==> config.mk <==
export PLATFORM = sky130hd
export DESIGN_NAME = strobe_seq
export DESIGN_NICKNAME = d
export VERILOG_FILES = /design/src/rtl/strobe_seq_pkg.sv /design/src/rtl/seq_progmem.sv /design/src/rtl/seq_decode.sv /design/src/rtl/seq_cond.sv /design/src/rtl/strobe_seq.sv
export SDC_FILE = /design/constraint.sdc
export NUM_CORES = 1
export LEC_CHECK = 0
export ABC_AREA = 1
export BUFFER_PORTS_ARGS = -buffer_cell sky130_fd_sc_hd__buf_2
export CAP_MARGIN = 20
export CORE_UTILIZATION = 40
export CTS_BUF_LIST = sky130_fd_sc_hd__clkbuf_8
export CTS_CLUSTER_SIZE = 14
export DETAILED_ROUTE_END_ITERATION = 8
export GPL_ROUTABILITY_DRIVEN = 0
export HOLD_SLACK_MARGIN = 0.15
export RECOVER_POWER = 100
export SLEW_MARGIN = 20
export SYNTH_ARGS = -nofsm -noshare
export SYNTH_HDL_FRONTEND = slang
export SYNTH_SLANG_ARGS = --single-unit
==> constraint.sdc <==
create_clock -name clk -period 6 [get_ports clk]
set_input_delay 0.3 -clock clk [delete_from_list [all_inputs] [get_ports clk]]
set_output_delay 0.3 -clock clk [all_outputs]
set_load 0.02 [all_outputs]
==> src/rtl/strobe_seq_pkg.sv <==
package strobe_seq_pkg;

  localparam int STROBE_W = 16;

  localparam logic [7:0] IMM_START = 8'hE1;
  localparam logic [7:0] IMM_STOP  = 8'hE2;
  localparam logic [7:0] IMM_CLEAR = 8'hFF;

  typedef enum logic [3:0] {
    K_NOP, K_SKIP, K_WAITW, K_RPT, K_WEV1, K_WEV2, K_INT, K_LABEL,
    K_WAITX, K_RAND, K_INCDEC, K_INCMAX, K_STOP, K_STROBE
  } op_kind_e;

  typedef struct packed {
    op_kind_e    kind;
    logic [4:0]  cnt;   // wait count or skip distance
    logic        inv;
    logic [2:0]  csel;
    logic [1:0]  rsel;  // 0 X, 1 Y, 2 Z
    logic        dec;
    logic [2:0]  ymax;
    logic [3:0]  nib;   // strobe index
  } op_dec_t;

  typedef enum logic [1:0] { WS_RUN, WS_OVF, WS_EV1, WS_EV2 } wait_e;

  function automatic logic nib_is_strobe(input logic [3:0] n);
    return (n >= 4'd3) && (n != 4'hC);
  endfunction

endpackage

==> src/rtl/seq_progmem.sv <==
module seq_progmem #(
  parameter int DEPTH = 24,
  parameter int AW    = 5,
  parameter int LW    = 5
) (
  input  logic          clk,
  input  logic          rst_n,
  input  logic          wr_en,
  input  logic [7:0]    wr_data,
  input  logic          clr,
  input  logic [AW-1:0] rd_addr,
  output logic [7:0]    rd_data,
  output logic [LW-1:0] len
);

  logic [7:0] mem_q [DEPTH];
  logic       room;

  assign room = (len < LW'(DEPTH));

  always_ff @(posedge clk or negedge rst_n) begin
    if (!rst_n)                len <= '0;
    else if (clr)              len <= '0;
    else if (wr_en && room)    len <= len + LW'(1);
  end

  for (genvar i = 0; i < DEPTH; i++) begin : g_entry
    logic hit;
    assign hit = wr_en && (len == LW'(i));
    always_ff @(posedge clk or negedge rst_n) begin
      if (!rst_n)     mem_q[i] <= '0;
      else if (clr)   mem_q[i] <= '0;
      else if (hit)   mem_q[i] <= wr_data;
    end
  end

  always_comb begin
    rd_data = '0;
    for (int i = 0; i < DEPTH; i++)
      if (rd_addr == AW'(i)) rd_data = mem_q[i];
  end

endmodule

==> src/rtl/seq_decode.sv <==
module seq_decode
  import strobe_seq_pkg::*;
(
  input  logic [7:0] op,
  output op_dec_t    d
);

  always_comb begin
    d      = '0;
    d.kind = K_NOP;
    if (!op[7]) begin
      d.kind = K_SKIP;
      d.cnt  = {2'b00, op[6:4]};
      d.inv  = op[3];
      d.csel = op[2:0];
    end else if (op[7:5] == 3'b100) begin
      d.kind = K_WAITW;
      d.cnt  = op[4:0];
    end else if (op[7:4] == 4'hA) begin
      d.kind = K_RPT;
      d.inv  = op[3];
      d.csel = op[2:0];
    end else if (op[7:3] == 5'b11001) begin
      d.kind = K_INCMAX;
      d.ymax = op[2:0];
    end else if (op[7:4] == 4'hD) begin
      if (op[3:0] == 4'h2) d.kind = K_STOP;
      else if (nib_is_strobe(op[3:0])) begin
        d.kind = K_STROBE;
        d.nib  = op[3:0];
      end
    end else begin
      case (op)
        8'hB8: d.kind = K_WEV1;
        8'hB9: d.kind = K_WEV2;
        8'hBA: d.kind = K_INT;
        8'hBB: d.kind = K_LABEL;
        8'hBC: d.kind = K_WAITX;
        8'hBD: d.kind = K_RAND;
        8'hC0: begin d.kind = K_INCDEC; d.rsel = 2'd0; end
        8'hC1: begin d.kind = K_INCDEC; d.rsel = 2'd1; end
        8'hC2: begin d.kind = K_INCDEC; d.rsel = 2'd2; end
        8'hC3: begin d.kind = K_INCDEC; d.rsel = 2'd0; d.dec = 1'b1; end
        8'hC4: begin d.kind = K_INCDEC; d.rsel = 2'd1; d.dec = 1'b1; end
        8'hC5: begin d.kind = K_INCDEC; d.rsel = 2'd2; d.dec = 1'b1; end
        default: d.kind = K_NOP;
      endcase
    end
  end

endmodule

==> src/rtl/seq_cond.sv <==
module seq_cond (
  input  logic [2:0] sel,
  input  logic       inv,
  input  logic       cca,
  input  logic       sfd,
  input  logic       host_flag,
  input  logic       tmr_cmp,
  input  logic       rssi_valid,
  input  logic [7:0] x,
  input  logic [7:0] y,
  input  logic [7:0] z,
  output logic       taken
);

  logic [7:0] src;

  assign src   = {rssi_valid, (y == 8'd0), (x == 8'd0), (z == 8'd0),
                  tmr_cmp, host_flag, sfd, cca};
  assign taken = src[sel] ^ inv;

endmodule

==> src/rtl/strobe_seq.sv <==
module strobe_seq
  import strobe_seq_pkg::*;
#(
  parameter  int PROG_DEPTH = 24,
  localparam int PCW        = $clog2(PROG_DEPTH + 8),
  localparam int LW         = $clog2(PROG_DEPTH + 1)
) (
  input  logic                clk,
  input  logic                rst_n,
  input  logic [7:0]          host_op,
  input  logic                prog_we,
  input  logic                cmd_we,
  input  logic                tmr_ovf,
  input  logic                tmr_evt1,
  input  logic                tmr_evt2,
  input  logic [7:0]          rnd_in,
  input  logic                cca,
  input  logic                sfd,
  input  logic                host_flag,
  input  logic                tmr_cmp,
  input  logic                rssi_valid,
  output logic [STROBE_W-1:0] strobe_o,
  output logic                irq_o,
  output logic                running_o,
  output logic                done_o,
  output logic [PCW-1:0]      pc_o,
  output logic [7:0]          x_o,
  output logic [7:0]          y_o,
  output logic [7:0]          z_o
);

  logic [PCW-1:0]      pc_q, pc_d, lbl_q, lbl_d, pc_inc;
  logic                run_q, run_d, done_q, done_d, irq_q, irq_d;
  logic [7:0]          x_q, x_d, y_q, y_d, z_q, z_d, wc_q, wc_d;
  wait_e               ws_q, ws_d;
  logic [STROBE_W-1:0] stb_q, stb_d;
  logic [7:0]          mem_rd;
  logic [LW-1:0]       prog_len;
  op_dec_t             dec;
  logic                cond_hit, at_end, mem_clr;

  assign mem_clr = cmd_we && (host_op == IMM_CLEAR);

  seq_progmem #(.DEPTH(PROG_DEPTH), .AW(PCW), .LW(LW)) u_mem (
    .clk(clk), .rst_n(rst_n), .wr_en(prog_we), .wr_data(host_op),
    .clr(mem_clr), .rd_addr(pc_q), .rd_data(mem_rd), .len(prog_len)
  );

  seq_decode u_dec (.op(mem_rd), .d(dec));

  seq_cond u_cond (
    .sel(dec.csel), .inv(dec.inv), .cca(cca), .sfd(sfd),
    .host_flag(host_flag), .tmr_cmp(tmr_cmp), .rssi_valid(rssi_valid),
    .x(x_q), .y(y_q), .z(z_q), .taken(cond_hit)
  );

  assign at_end = (pc_q >= PCW'(prog_len));
  assign pc_inc = pc_q + PCW'(1);

  // next-state logic
  always_comb begin
    pc_d   = pc_q;   run_d = run_q;  done_d = done_q;
    x_d    = x_q;    y_d   = y_q;    z_d    = z_q;
    lbl_d  = lbl_q;  ws_d  = ws_q;   wc_d   = wc_q;
    stb_d  = '0;     irq_d = 1'b0;

    if (run_q) begin
      case (ws_q)
        WS_OVF: if (tmr_ovf) begin
          wc_d = wc_q - 8'd1;
          if (wc_q == 8'd1) ws_d = WS_RUN;
        end
        WS_EV1: if (tmr_evt1) ws_d = WS_RUN;
        WS_EV2: if (tmr_evt2) ws_d = WS_RUN;
        default: begin
          if (at_end) begin
            run_d  = 1'b0;
            done_d = 1'b1;
          end else begin
            pc_d = pc_inc;
            case (dec.kind)
              K_SKIP:  if (cond_hit) pc_d = pc_inc + PCW'(dec.cnt[2:0]);
              K_RPT:   if (cond_hit) pc_d = lbl_q;
              K_LABEL: lbl_d = pc_inc;
              K_WAITW: if (dec.cnt != 5'd0) begin
                ws_d = WS_OVF;
                wc_d = {3'b000, dec.cnt};
              end
              K_WAITX: if (x_q != 8'd0) begin
                ws_d = WS_OVF;
                wc_d = x_q;
              end
              K_WEV1:  ws_d = WS_EV1;
              K_WEV2:  ws_d = WS_EV2;
              K_INT:   irq_d = 1'b1;
              K_RAND:  x_d = rnd_in;
              K_INCDEC: begin
                case (dec.rsel)
                  2'd0:    x_d = dec.dec ? x_q - 8'd1 : x_q + 8'd1;
                  2'd1:    y_d = dec.dec ? y_q - 8'd1 : y_q + 8'd1;
                  default: z_d = dec.dec ? z_q - 8'd1 : z_q + 8'd1;
                endcase
              end
              K_INCMAX: y_d = (y_q >= {5'd0, dec.ymax}) ? {5'd0, dec.ymax} : y_q + 8'd1;
              K_STOP: begin
                run_d  = 1'b0;
                done_d = 1'b1;
              end
              K_STROBE: stb_d[dec.nib] = 1'b1;
              default: ;
            endcase
          end
        end
      endcase
    end

    // host immediate path, independent of the program counter
    if (cmd_we) begin
      if ((host_op[7:4] == 4'hE) && nib_is_strobe(host_op[3:0]))
        stb_d[host_op[3:0]] = 1'b1;
      if (host_op == IMM_START) begin
        run_d = 1'b1; pc_d = '0; done_d = 1'b0; ws_d = WS_RUN; wc_d = '0;
      end else if (host_op == IMM_STOP) begin
        run_d = 1'b0; ws_d = WS_RUN;
      end else if (host_op == IMM_CLEAR) begin
        run_d = 1'b0; pc_d = '0; done_d = 1'b0; ws_d = WS_RUN; wc_d = '0;
      end
    end
  end

  // state registers
  always_ff @(posedge clk or negedge rst_n) begin
    if (!rst_n) begin
      pc_q  <= '0;  lbl_q <= '0;  run_q <= 1'b0; done_q <= 1'b0;
      x_q   <= '0;  y_q   <= '0;  z_q   <= '0;   wc_q   <= '0;
      ws_q  <= WS_RUN; stb_q <= '0; irq_q <= 1'b0;
    end else begin
      pc_q  <= pc_d;  lbl_q <= lbl_d; run_q <= run_d; done_q <= done_d;
      x_q   <= x_d;   y_q   <= y_d;   z_q   <= z_d;   wc_q   <= wc_d;
      ws_q  <= ws_d;  stb_q <= stb_d; irq_q <= irq_d;
    end
  end

  assign strobe_o  = stb_q;
  assign irq_o     = irq_q;
  assign running_o = run_q;
  assign done_o    = done_q;
  assign pc_o      = pc_q;
  assign x_o       = x_q;
  assign y_o       = y_q;
  assign z_o       = z_q;

endmodule

==> qor.csv <==
metric,value,unit
switching_share,0.458,
grt_pass1_vias,12900,
relSlewSlack,-1.16,
fin_cells,2710,
worst_pin_slew,3.24,ns
synth_edf_count,0,
area_growth,14.4,%
slew_violations,453,
dp_slack,0.202,ns
drc,0,
grt_pass1_wl,67300,µm
synthTopCellsByArea,"dfrtp_1 42%, nand2_1 13%, o21ai_0 8.0%, inv_1 7.8%, mux2_2 5.7%",
drv_cap,9,
critPathMaxStageDelay,0.45,ns
post-route-min-period,5.47,ns
postSynthCellCount,2043,
firstDrtPassIters,5,
violations,"max-capacitance violations, max-slew violations",
seqPwrFrac,0.291,
grt_start_max_net_pins,135,
drt-initial-drc-count,1007,
cts_num_sinks,260,
power_leakage,8.65,nW
rsz0062_at_grt,no,
max_freq,0.183,GHz
diodes,0,
synth_top_area_frac,0.420,
endpoint_kind,flip-flop,
worstPathMaxFanout,7,
place.port_buffers,75,
start_kind,flip-flop,
holdWs,0.228,ns
crit_top_cell,nand2_1,
antenna_found_initial,1,
worst-path-stages,42,
synth.distinct_cells,53,
synth_common_cells,"526 x nand2_1, 321 x inv_1, 260 x dfrtp_1",
grtUsageTotal,0.214,
clockPowerShare,0.196,
cp_slowest_cell,dfrtp_2,
cp.arrival,5.99,ns
wl_per_cell,15.3,µm
die_x,199,µm
synth_ff_type,dfrtp_1,
routed_wl,41600,µm
via_per_inst,5.02,
crit_type,reg -> reg,
synth.ff_latch_count,260,
cts_tree,yes,
holdPathStages,5,
hpwl,28700,µm
finalCritPeriodShare,0.911,
yosysSeqAreaShare,0.420,
status,"finished, violations left",
async_reset_ff_frac,1.00,
row_count,71,
r2r_slack,0.53,ns
synth_most_common_cell,nand2_1,
core,0.0379,mm²
htreeDepth,2,
clk_pin_slew,0.06,ns
dp_cells,2592,
combinationalPowerShare,0.513,
overflow,0,
cts_buffers,48,
setup_violations,0,
crit_family,simple AND/OR/NAND/NOR gates,
syn-cell-area,0.0155,mm²
fin_ws,0.535,ns
clkLatencyLatePin,0.62,ns
vdd_drop_max,0.307,mV
vias,13600,
hp-class,in -> reg,
cts-root-buf,clkbuf_8,
power.density,541,mW/mm²
synth.avg_cell_area,7.59,µm²
drive_gt1_frac,0.136,
r2r_cells,42,
tns,0,ns
io_pins,76,
nNetsFinal,2231,
die_height,199,µm
drtAntennaViolNets,0,
hold_viol_final,0,
power.total,9.59,mW
initial_utilization,0.409,
power.switching,4.40,mW
skew,0.0290,ns
p_int,5.20,mW
clk_path_buf_depth,3,
critPathRequiredTime,6.53,ns
dieArea,0.0396,mm²
critPathBufInv,8,
synth_area_leader_cell,dfrtp_1,
ys_warn_count,0,
-- tightest hold or removal path, delay by kind of cell --
kind,cells,cell delay (ns)
simple gates,1,0.07
compound gates,2,0.26
buf+inv,2,0.15
-- worst paths after layout --
| check | start | to |
|---|---|---|
| worst min-delay path | tmr_ovf | wc_q[1]$_DFF_PN0_ |
| max in group asynchronous | rst_n | strobe_o[0]$_DFF_PN0_ |
| worst max register to register | pc_o[0]$_DFF_PN0_ | y_o[3]$_DFFE_PN0P_ |
| min in group asynchronous | rst_n | u_mem.mem_q[139]$_DFFE_PN0P_ |
| worst min register to register | u_mem.mem_q[22]$_DFFE_PN0P_ | u_mem.mem_q[22]$_DFFE_PN0P_ |
| worst max-delay path | pc_o[0]$_DFF_PN0_ | y_o[3]$_DFFE_PN0P_ |
-- layout by cell type, fill, tap and decap left out, types with 7 or more instances in the layout --
master,instances
buf_4,24
nand2_4,8
mux2_2,78
nor4_1,7
clkbuf_1,58
o21ai_0,256
clkinv_2,12
inv_1,327
dfrtp_1,257
a21oi_1,56
buf_2,26
o22ai_1,14
o211ai_1,13
nor2_1,88
nor2_4,10
nand2_1,527
nand4_1,17
nor3_1,16
nand3_1,110
dlygate4sd3_1,22
inv_2,21
nor2_2,14
o21ai_1,30
clkbuf_8,61
ha_1,34
nand2_2,10
xor2_1,22
-- stage by stage --
| stage | instance area [µm²] | utilization |
|---|---|---|
| 2_1_floorplan | 15500 | - |
| 3_3_place_gp | 16500 | 0.434 |
| 3_5_place_dp | 16500 | 0.434 |
| 5_1_grt | 17700 | 0.468 |
| 6_report | 17700 | 0.468 |
| 4_1_cts | 17800 | 0.468 |
-- layer usage --
| metal | global-route usage | wire (µm) | vias up |
|---|---|---|---|
| met5 | 0 | 0 | - |
| met4 | 0.0501 | 749 | 0 |
| met3 | 0.0412 | 2260 | 53 |
| met2 | 0.326 | 18100 | 327 |
| met1 | 0.312 | 20400 | 6446 |
| li1 | - | - | 6781 |
-- registers in the layout, indices dropped and copies added, names as in the netlist --
name and count:
done_o 1, irq_o 1, lbl_q 5, pc_o 5, running_o 1, strobe_o 16, u_mem.len 5, u_mem.mem_q 192
wc_q 8, ws_q 2, x_o 8, y_o 8, z_o 8
-- power groups by stage --
| stage | combinational [mW] | clock [mW] | sequential (mW) |
|---|---|---|---|
| finish | 4.92 | 1.88 | 2.79 |
| global route | 5.56 | 2.01 | 2.86 |
| CTS | 4.90 | 1.94 | 2.78 |
| detailed placement | 4.87 | 0 | 2.80 |
| global placement | 4.80 | 0 | 2.78 |
| floorplan | 3.70 | 0 | 2.71 |
-- final cells by class --
| class | instances | area (µm²) |
|---|---|---|
| repair buffers | 135 | 797 |
| well taps | 511 | 639 |
| fillers | 3851 | 20200 |
| flip-flops and latches | 260 | 6510 |
| inverters | 349 | 1320 |
| clock inverters | 26 | 226 |
| clock buffers | 61 | 840 |
| multi-input cells | 1368 | 7400 |
-- cell families (layout without fill, tap and decap cells) --
logic type / Yosys count / after routing / share of synthesized area
AOI/OAI and AO/OA: 396 / 396 / 0.138
adders and majority gates: 41 / 41 / 0.0345
other: 1 / 4 / 0.000242
xor gates and xnor gates: 28 / 28 / 0.0158
buffers and inverters: 418 / 571 / 0.105
muxes: 79 / 79 / 0.0573
DFF: 260 / 260 / 0.420
and+or+nand+nor: 820 / 820 / 0.230
-- timing repair --
| item | 4_1_cts | 5_1_grt |
|---|---|---|
| hold buffers | 22 | 0 |
| setup buffers | 0 | 9 |
| hold endpoints to repair | 150 | 0 |
| resized for setup | 0 | 29 |
| setup endpoints to repair | 0 | 12 |
Power figures use the tool's default switching activity.
